File: src/rtl/ptr_agu.sv
module ptr_agu #(
  parameter int ADDR_W   = 16,
  parameter int PAGE_W   = 8,
  parameter int PM_BYTES = 98304
) (
  input  logic                     clk,
  input  logic                     rst_n,
  input  logic                     instr_valid,
  input  logic [15:0]              instr,
  input  logic [ADDR_W-1:0]        ptr_x,
  input  logic [ADDR_W-1:0]        ptr_y,
  input  logic [ADDR_W-1:0]        ptr_z,
  input  logic [PAGE_W-1:0]        page_in,
  input  logic [7:0]               pm_rdata,
  output logic                     dm_rd,
  output logic                     dm_wr,
  output logic [ADDR_W-1:0]        dm_addr,
  output logic [4:0]               reg_idx,
  output logic                     wb_en,
  output logic [4:0]               wb_idx,
  output logic [ADDR_W-1:0]        wb_val,
  output logic                     pm_rd,
  output logic [ADDR_W+PAGE_W-1:0] pm_addr,
  output logic                     pg_wb_en,
  output logic [PAGE_W-1:0]        pg_wb_val,
  output logic [7:0]               pm_byte
);
  localparam int PMW = ADDR_W + PAGE_W;
  localparam logic [4:0] IDX_X = 5'd26;
  localparam logic [4:0] IDX_Y = 5'd28;
  localparam logic [4:0] IDX_Z = 5'd30;

  wire       is_ind  = instr[15:10] == 6'b100100;
  wire       is_disp = instr[15:14] == 2'b10 && !instr[12];
  wire [3:0] nib     = instr[3:0];
  wire [5:0] q       = {instr[13], instr[11:10], instr[2:0]};

  logic              c_dm, c_st, c_wb, c_pm, c_pg;
  logic [ADDR_W-1:0] c_addr, c_wbval, base;
  logic [4:0]        c_wbidx, bidx;
  logic [PMW-1:0]    c_pmaddr, ext, ext1;
  logic [PAGE_W-1:0] c_pgval;

  always_comb begin
    c_dm = 1'b0; c_st = 1'b0; c_wb = 1'b0; c_pm = 1'b0; c_pg = 1'b0;
    c_addr = '0; c_wbval = '0; c_wbidx = '0; c_pmaddr = '0; c_pgval = '0;
    base = ptr_z; bidx = IDX_Z;
    ext  = {page_in, ptr_z};
    ext1 = ext + PMW'(1);
    if (is_disp) begin
      base   = instr[3] ? ptr_y : ptr_z;
      c_dm   = 1'b1;
      c_st   = instr[9];
      c_addr = base + ADDR_W'(q);
    end else if (is_ind) begin
      case (nib[3:2])
        2'b11: begin base = ptr_x; bidx = IDX_X; end
        2'b10: begin base = ptr_y; bidx = IDX_Y; end
        default: begin base = ptr_z; bidx = IDX_Z; end
      endcase
      if (nib[3:2] == 2'b01) begin
        if (!instr[9]) begin
          c_pm = 1'b1;
          if (nib[1]) begin
            c_pmaddr = ext;
            if (nib[0]) begin
              c_wb = 1'b1; c_wbidx = IDX_Z; c_wbval = ext1[ADDR_W-1:0];
              c_pg = 1'b1; c_pgval = ext1[PMW-1:ADDR_W];
            end
          end else begin
            c_pmaddr = {{PAGE_W{1'b0}}, ptr_z};
            if (nib[0]) begin
              c_wb = 1'b1; c_wbidx = IDX_Z; c_wbval = ptr_z + ADDR_W'(1);
            end
          end
        end
      end else begin
        case (nib[1:0])
          2'b00: if (nib[3:2] == 2'b11) begin
            c_dm = 1'b1; c_st = instr[9]; c_addr = base;
          end
          2'b01: begin
            c_dm = 1'b1; c_st = instr[9]; c_addr = base;
            c_wb = 1'b1; c_wbidx = bidx; c_wbval = base + ADDR_W'(1);
          end
          2'b10: begin
            c_dm = 1'b1; c_st = instr[9]; c_addr = base - ADDR_W'(1);
            c_wb = 1'b1; c_wbidx = bidx; c_wbval = base - ADDR_W'(1);
          end
          default: ;
        endcase
      end
    end
  end

  always_ff @(posedge clk or negedge rst_n) begin
    if (!rst_n) begin
      dm_rd <= 1'b0; dm_wr <= 1'b0; pm_rd <= 1'b0;
      wb_en <= 1'b0; pg_wb_en <= 1'b0;
      dm_addr <= '0; reg_idx <= '0; wb_idx <= '0; wb_val <= '0;
      pm_addr <= '0; pg_wb_val <= '0;
    end else begin
      dm_rd    <= instr_valid && c_dm && !c_st;
      dm_wr    <= instr_valid && c_dm && c_st;
      pm_rd    <= instr_valid && c_pm;
      wb_en    <= instr_valid && c_wb;
      pg_wb_en <= instr_valid && c_pg;
      if (instr_valid) begin
        dm_addr   <= c_addr;
        reg_idx   <= instr[8:4];
        wb_idx    <= c_wbidx;
        wb_val    <= c_wbval;
        pm_addr   <= c_pmaddr;
        pg_wb_val <= c_pgval;
      end
    end
  end

  assign pm_byte = (32'(pm_addr) >= PM_BYTES) ? 8'hFF : pm_rdata;

  AST_RESET_QUIET: assert property (@(posedge clk) !rst_n |=> !(dm_rd || dm_wr || pm_rd || wb_en || pg_wb_en));
  AST_WB_PAIR: assert property (@(posedge clk) disable iff (!rst_n) wb_en |-> (wb_idx == IDX_X || wb_idx == IDX_Y || wb_idx == IDX_Z));
  AST_STEP_ONE: assert property (@(posedge clk) disable iff (!rst_n) wb_en && (dm_rd || dm_wr) |-> (wb_val == dm_addr || wb_val == ADDR_W'(dm_addr + ADDR_W'(1))));
  AST_PAGE_WITH_PM: assert property (@(posedge clk) disable iff (!rst_n) pg_wb_en |-> pm_rd && wb_en && wb_idx == IDX_Z);
  AST_STACK_SKIP: assert property (@(posedge clk) disable iff (!rst_n) instr_valid && instr[15:10] == 6'b100100 && instr[3:0] == 4'hF |=> !(dm_rd || dm_wr || wb_en));
  AST_IDLE_QUIET: assert property (@(posedge clk) disable iff (!rst_n) !instr_valid |=> !(dm_rd || dm_wr || pm_rd || wb_en));
  AST_ONE_STROBE: assert property (@(posedge clk) disable iff (!rst_n) $onehot0({dm_rd, dm_wr, pm_rd}));
endmodule

File: config.mk
export PLATFORM = sky130hd
export DESIGN_NAME = ptr_agu
export DESIGN_NICKNAME = d
export VERILOG_FILES = /design/src/rtl/ptr_agu.sv
export SDC_FILE = /design/constraint.sdc
export NUM_CORES = 1
export LEC_CHECK = 0
export BUFFER_PORTS_ARGS = -buffer_cell sky130_fd_sc_hd__buf_2
export CORE_ASPECT_RATIO = 1.25
export CORE_MARGIN = 2
export CORE_UTILIZATION = 35
export CTS_BUF_LIST = sky130_fd_sc_hd__clkbuf_4
export DETAILED_ROUTE_END_ITERATION = 8
export PLACE_DENSITY = 0.61
export SLEW_MARGIN = 20
export SYNTH_ARGS = -nofsm -noshare
export SYNTH_HDL_FRONTEND = slang
export SYNTH_SLANG_ARGS = --single-unit
File: constraint.sdc
create_clock -name clk -period 1.7 [get_ports clk]
set_clock_uncertainty 0.1 [all_clocks]
set_input_delay 0.17 -clock clk [delete_from_list [all_inputs] [get_ports clk]]
set_output_delay 0.17 -clock clk [all_outputs]
set_load 0.1 [all_outputs]
Word level (Yosys, flattened, before mapping)
Cells that the tools add are included.
W data, S select, Z words.

storage, ports and cells
  bits in registers = 79

cells by class
  muxes and demuxes = 61
  $add $sub $neg = 5
  equal/unequal tests = 7
  reduce and logical (&&, ||, !) cells = 11
  magnitude comparators = 1

operator list
  kind                     number
  $mux W16                 14
  $mux W24                 5
  $pmux W16 S2             2
  $mux W8                  7
  $pmux W16 S3             1
  $add A16 B1 Y16 const B  2
  $mux W5                  6
  $add A24 B1 Y24 const B  1
  $ge A24 B17 Y1 const B   1
  $mux W1                  23
  $add A16 B6 Y16          1
  $sub A16 B1 Y16 const B  1
  $eq A2 B2 Y1 const B     4
  $logic_and A1 B1 Y1      7
  $eq A6 B6 Y1 const B     1
  $pmux W3 S2              1
  $eq A2 B1 Y1 const B     2
  $pmux W1 S2              2
  $logic_not A1 Y1         2
  $logic_not A2 Y1         1
  $reduce_or A2 Y1         1

Depth between registers and ports, before layout
Gate-level depths: netlist of the first run.

  depth after elaboration = 9
  depth in mapped cells = 17
  depth with buffers taken out = 12

Worst setup path after synthesis of the first run
Ideal clock, no wire load.

  path kind = input to register
  from = in instr[3]
  to = reg dm_addr[11]
  required time = 1,466 ps
  stages = 15
  path slack = -1,919 ps
  data arrival time = 3,385 ps
  cells stage by stage = buf_4 buf_2 buf_2 buf_1 clkbuf_1 mux2_2 ha_1 a21o_1 a21oi_1 a21boi_0 o21ai_0 nor2b_1 xor2_1 a31oi_1 o21ai_0

on the way
  cells in the longest elaborated chain, start to end = 9
  elaborated cells on any way between the ends = 14

ends and longest elaborated chain
  element                                      RTL line  text
  start, declared                              9         input logic [15:0] instr,
  $eq A2 B2 Y1, on equally long branches       56, 79
  $pmux W16 S2                                 56        case (nib[3:2])
  $mux W16                                     55        end else if (is_ind) begin
  $mux W16                                     50        if (is_disp) begin
  $sub A16 B1 Y16 or $mux W16 (tied branches)  87, 79
  $pmux W16 S3                                 78        case (nib[1:0])
  $mux W16                                     61        if (nib[3:2] == 2'b01) begin
  $mux W16                                     55
  $mux W16 *                                   50
  end signal, assigned                         109       dm_addr <= c_addr;
  end, declared                                17        output logic [ADDR_W-1:0] dm_addr,

Mark *: on every way between the ends. The rest lies on a longest branch, timed or not. The select of a mux whose other input is x is not followed.
A chain may end at the register's enable or synchronous reset.

Final worst setup path of the first run
  from = reg pm_addr[22]
  to = out pm_byte[6]

on the way
  cells in the longest elaborated chain, start to end = 2

ends and longest elaborated chain
  element                 RTL line  text
  start, declared         23        output logic [ADDR_W+PAGE_W-1:0] pm_addr,
  start signal, assigned  113       pm_addr <= c_pmaddr;
  $ge A24 B17 Y1          119       assign pm_byte = (32'(pm_addr) >= PM_BYTES) ? 8'hFF : pm_rdata;
  $mux W8                 119
  end, declared           26        output logic [7:0] pm_byte

No other way between the ends.

==> impl_metrics.tcl, run 1 <==
set metrics [dict create \
    outcome "finished with violations" \
    violations "setup timing" \
    netlist_instances 631 \
    drv_slew 0 \
    synth_ff_type "dfrtp_1" \
    cp_slowest_cell "dfrtp_4" \
    fmax_ghz 0.455 \
    antenna_found_initial 1 \
    dieArea_mm2 0.0174 \
    worstSetupStartpointType "register" \
    leakage_nw 4.66 \
    r2r_slack_ps 640 \
    clock_latency_ps 460 \
    syn-num-nets 729 \
    synthArstFlopShare 1.00 \
    yosys_warnings 0 \
    ios 170 \
    synthesis.area_mm2 0.00573 \
    slowest_delay_ps 510 \
    finalInstanceArea_mm2 0.00981 \
    dp_hpwl_um 15900 \
    drt-initial-drc-count 477 \
    hold_path.class "input port to register" \
    tns_ps -9900 \
    synthToLayoutAreaGrowth_pct 71.0 \
    yosysTopAreaCell "dfrtp_1" \
    initial_core_util 0.355 \
    crit_chain "nor4_4, o211ai_1, buf_4, or2_4, buf_12" \
    routedWlPerCell_um 18.2 \
    hold_slack_ps 23.6 \
    root_buffer "clkbuf_4" \
    fin_ws_ps -498 \
    rsz0062_at_grt "yes" \
    period_share 1.29 \
    vias 6409 \
    cp.required_ps 1430 \
    path_buf_inv 2 \
    synth_area_per_cell_um2 9.09 \
    crit_type "register to output port" \
    routed_via_density 5.21 \
    synthDistinctLibCells 71 \
    drc 0 \
    post-place-cells 1166 \
    placed_cell_area_mm2 0.00839 \
    grtUsageTotal 0.244 \
    cts_buffers 9 \
    cp_max_fo 8 \
    die_w_um 118 \
    hold_viol 0 \
    instances_no_fill 1230 \
    cts_tree "done" \
    grt_pass1_vias 6396 \
    synthTopCellsByArea "dfrtp_1 (34%), xnor2_1 (5.5%), a21oi_1 (3.7%), a22o_1 (3.7%), xor2_1 (3.7%)" \
    cp.arrival_ps 1930 \
    final_layout_size_suffix_gt1_frac 0.535 \
    fin_util 0.608 \
    yosys.area.top_type_share 0.336 \
    period_minus_slack_ps 2200 \
    clockBufferDepth 2 \
    crit_path_end_kind "output port" \
    grt_max_degree 78 \
    ys_ff_latch 77 \
    powerDensity_mw_per_mm2 591 \
    h-tree-depth 3 \
    setup_viol 32 \
    first_pass_iters 5 \
    grt_pass1_wl_um 34000 \
    clk_pin_slew_ps 160 \
    maxCapViolCount 0 \
    synth_seq_area_share 0.336 \
    layout.nets 1106 \
    die_y_um 147 \
    coreArea_mm2 0.0161 \
    ant_nets 0 \
    rows 52 \
    vdd_ir_drop_max_v 0.000396 \
    wl_um 22400 \
    place.gp.congestion 0.900 \
    slew_headroom 0.662 \
    grt_overflow 0 \
    clock_sinks 77 \
    critPathTopFamily "simple AND/OR/NAND/NOR gates" \
    synth_edf_count 0 \
    portBuffers 168 \
    worst_pin_slew_ps 510 \
]
## cell type report
type	instances	area (um^2)
well taps	216	270
repair buffers	401	3060
inverters	20	75.1
diodes	1	2.50
clock buffers	10	75.1
flip-flops and latches	77	1950
fillers	1352	6330
multi-input cells	499	4260
clock inverters	6	113
## routing by layer
layer | up-vias | share of wire | global-route usage
met5 | - | 0 | 0
met2 | 223 | 0.49 | 0.419
met1 | 3105 | 0.45 | 0.328
li1 | 3050 | - | -
met3 | 31 | 0.047 | 0.0291
met4 | 0 | 0.017 | 0.0601
## sequential cells by signal, indices dropped and copies added (netlist names), 3 cells and up
register / flops
pg_wb_val: 8
wb_val: 16
reg_idx: 5
wb_idx: 3
dm_addr: 16
pm_addr: 24
## power breakdown
group          switching [mW]  internal, mW  total, mW
Clock                   0.760         0.764       1.52
Sequential             0.0224          1.87       1.90
Combinational            1.36          1.01       2.38
Total                    2.15          3.65       5.80
## synth_stat cells, types with 3 or more instances
master     number
nand3_1        19
o221ai_1        4
a221oi_1        7
nand2_1        55
nor4_1          7
nand4_1         4
xor2_1         24
clkbuf_1       23
dfrtp_1        77
a21o_1          7
xnor2_1        36
a21oi_1        42
nand2b_1        7
mux2i_4         5
mux2_4          4
a31oi_1         3
or2_2          11
o2bb2ai_1      13
a22oi_1         9
inv_1          18
a211oi_1        3
buf_2           4
nor3_1         11
buf_4           3
a22o_1         24
o21ai_0        32
ha_1           14
mux2_2         18
o22ai_1         3
and3_1          7
nor2_1         54
mux2i_1        10
a32oi_1         5
a221o_1         5
nor2b_1        11
a32o_1          4
and2_1          4
## through the flow
stage,power [mW],setup WS (ps)
after floorplan,3.13,-1150
after global placement,3.88,-965
after detailed placement,3.89,-998
after CTS,5.63,-562
after global routing,6.03,-577
final,5.80,-498
## final timing paths
path                                end          from  cells after the start
max in group asynchronous   pm_addr[22]         rst_n                      3
min in group asynchronous    pm_addr[0]         rst_n                      3
hold / removal               dm_addr[0]      instr[0]                      4
setup reg to reg            pm_addr[18]   pm_addr[18]                      2
hold reg to reg            pg_wb_val[3]  pg_wb_val[3]                      1
setup / recovery             pm_byte[6]   pm_addr[22]                      5
## worst min-delay path: cells and delay by family
kind	cells	cell delay [ps]
AO/OA/AOI/OAI	1	50
adder cells (fa/ha/maj)	1	130
buffers and inverters	1	120
AND/OR/NAND/NOR	1	90
## timing repair
| action | CTS | global route |
|---|---|---|
| pin swaps | 65 | 56 |
| hold endpoints to repair | 107 | 0 |
| endpoints found under the setup margin | 32 | 38 |
| cloned | 2 | 0 |
| buffers inserted | 16 | 14 |
| resized for setup | 95 | 70 |
| hold buffers | 22 | 0 |
## cell usage in the layout (no fill, tap or decap), types with 9 or more instances in the layout
cell type / count
buf_2: 154
mux2_4: 11
a22o_1: 24
buf_12: 20
o2bb2ai_1: 13
nand2_1: 51
dfrtp_1: 68
buf_6: 25
a21oi_1: 33
xor2_1: 22
nand3_1: 15
dlygate4sd3_1: 22
nor2b_1: 9
or2_4: 9
o21ai_0: 22
mux2_2: 11
clkbuf_4: 11
xnor2_1: 29
nor2_1: 48
buf_4: 177
inv_1: 14
## cells by family after synthesis
kind of cell / after synthesis / share of synthesized area
XOR/XNOR: 60 / 0.0916
AO/OA/AOI/OAI: 180 / 0.224
adder cells (fa/ha/maj): 15 / 0.0340
other: 1 / 0.000654
buffers and inverters: 55 / 0.0443
flip-flops: 77 / 0.336
AND/OR/NAND/NOR: 205 / 0.184
multiplexers: 38 / 0.0853
(Power assumes the default switching activity.)
==> run 2, diff against run 1 <==
- clock period: 1.7 -> 2.5 ns (I/O delays scaled with it)
==> run 2 against run 1 <==
Net effect:
- worst setup slack better by 610 ps
- non-clock buffer count down 101
- routed wire length down 12%
- via count down 9.6%
- the run now ends clean
- largest cell class unchanged
- combinational power down 46%
==> impl_metrics.tcl, run 2 (synthesis gave the netlist of run 1 again) <==
set metrics [dict create \
    worstSetupStartpointType "register" \
    portBuffers 168 \
    rsz0062_at_grt "yes" \
    die_w_um 118 \
    ant_nets 0 \
    rows 52 \
    vdd_ir_drop_max_v 0.000176 \
    first_pass_iters 4 \
    setup_viol 0 \
    clock_sinks 77 \
    hold_path.class "input port to register" \
    r2r_slack_ps 1420 \
    cts_buffers 9 \
    crit_path_end_kind "output port" \
    hp-start "ptr_z[4]" \
    cts_tree "done" \
    period_share 0.954 \
    grt_pass1_vias 5867 \
    clockBufferDepth 2 \
    cp.required_ps 2150 \
    dp_hpwl_um 15400 \
    power_mw 3.41 \
    reg_top3 "pm_addr (24), dm_addr (16), wb_val (16)" \
    drv_slew 0 \
    vias 5794 \
    synthToLayoutAreaGrowth_pct 41.1 \
    h-tree-depth 3 \
    fillers 1626 \
    layout_common_cells "buf_2 (159), buf_4 (107), dfrtp_1 (77)" \
    fmax_ghz 0.419 \
    holdPathStages 3 \
    leakage_nw 3.88 \
    fin_util 0.502 \
    die_y_um 147 \
    largest_register_ff_count 24 \
    worst_pin_slew_ps 599 \
    place.gp.congestion 0.875 \
    r2r_cells 2 \
    grt_overflow 0 \
    outcome "complete, no violations" \
    clock_latency_ps 490 \
    crit_type "register to output port" \
    dieArea_mm2 0.0174 \
    final_common_cell "buf_2" \
    largest_register "pm_addr" \
    period_minus_slack_ps 2390 \
    coreArea_mm2 0.0161 \
    maxCapViolCount 0 \
    layout.nets 1005 \
    antenna_found_initial 1 \
    slew_headroom 0.599 \
    drc 0 \
    cp.arrival_ps 2040 \
    r2r_end "wb_val[7]" \
    ios 170 \
    cp_max_fo 8 \
    grtUsageTotal 0.229 \
    clk_pin_slew_ps 150 \
    hold_viol 0 \
    root_buffer "clkbuf_4" \
    wl_um 19700 \
    final_layout_size_suffix_gt1_frac 0.400 \
    min_to "pm_addr[4]" \
    routed_via_density 5.13 \
    grt_max_degree 51 \
    powerDensity_mw_per_mm2 421 \
    drt-initial-drc-count 440 \
    regToRegStartpoint "wb_val[7]" \
    routedWlPerCell_um 17.5 \
    initial_core_util 0.355 \
    grt_pass1_wl_um 31300 \
]
-- run 2: cell types whose count changed in the layout (fill, tap and decap cells not counted), moves of 9 or more --
cell | previous run | this run
buf_12 | 20 | 5
dfrtp_1 | 68 | 77
buf_4 | 177 | 107
or2_4 | 9 | 0
o21ai_0 | 22 | 31
or2_2 | 2 | 11
buf_6 | 25 | 8
-- run 2: where the power goes --
group / switching [mW] / total [mW] / internal (mW)
logic: 0.792 / 1.28 / 0.483
registers: 0.0145 / 1.29 / 1.27
clock network: 0.519 / 0.841 / 0.322
total: 1.33 / 3.41 / 2.08
-- run 2: worst max path at each step --
stage | start | endpoint | slack [ps] | cells after the start
floorplan | instr[3] | dm_addr[10] | -430 | 16
global placement | instr[3] | wb_val[13] | -210 | 13
detailed placement | instr[2] | wb_val[13] | -270 | 10
CTS | pm_addr[18] | pm_byte[2] | 50 | 4
global route | pm_addr[22] | pm_byte[2] | -50 | 4
finish | pm_addr[22] | pm_byte[2] | 110 | 4
-- run 2: critical path, stage by stage (launching register included) --
cell,delay [ps]
dfrtp_1,450
nor4_4,320
o211ai_1,240
or2_2,350
buf_6,190
-- run 2: what timing repair did --
item / in CTS / in global routing
hold buffers: 21 / 0
pin swaps: 1 / 1
buffers inserted: 0 / 1
resized for setup: 10 / 9
hold endpoints to repair: 62 / 0
endpoints found under the setup margin: 8 / 11
-- run 2: per-layer routing --
layer | track usage | vias to the layer above | part of all wire
li1 | - | 2849 | -
met2 | 0.383 | 162 | 0.48
met3 | 0.0369 | 13 | 0.045
met5 | 0 | - | 0
met4 | 0.0542 | 0 | 0.0097
met1 | 0.310 | 2770 | 0.47
-- run 2: per-stage QoR --
stage	TNS [ps]	cells	cell area, um^2	hold slack [ps]	setup WS, ps
after global routing	-187	1129	8090	24.5	-45.5
final	0	1129	8090	34.4	114
after floorplan	-2730	631	5880	-146	-428
after CTS	0	1127	8050	8.71	45.9
after global placement	-1800	1090	7650	130	-211
after detailed placement	-2650	1090	7650	132	-273
-- run 2: cell type report --
| cell class | count | area [um^2] | area share |
|---|---|---|---|
| diodes | 1 | 2.50 | 0.000309 |
| well taps | 216 | 270 | 0.0334 |
| multi-input cells | 499 | 3670 | 0.454 |
| flip-flops and latches | 77 | 1930 | 0.238 |
| repair buffers | 300 | 2000 | 0.247 |
| clock inverters | 6 | 71.3 | 0.00881 |
| clock buffers | 10 | 75.1 | 0.00928 |
| inverters | 20 | 75.1 | 0.00928 |
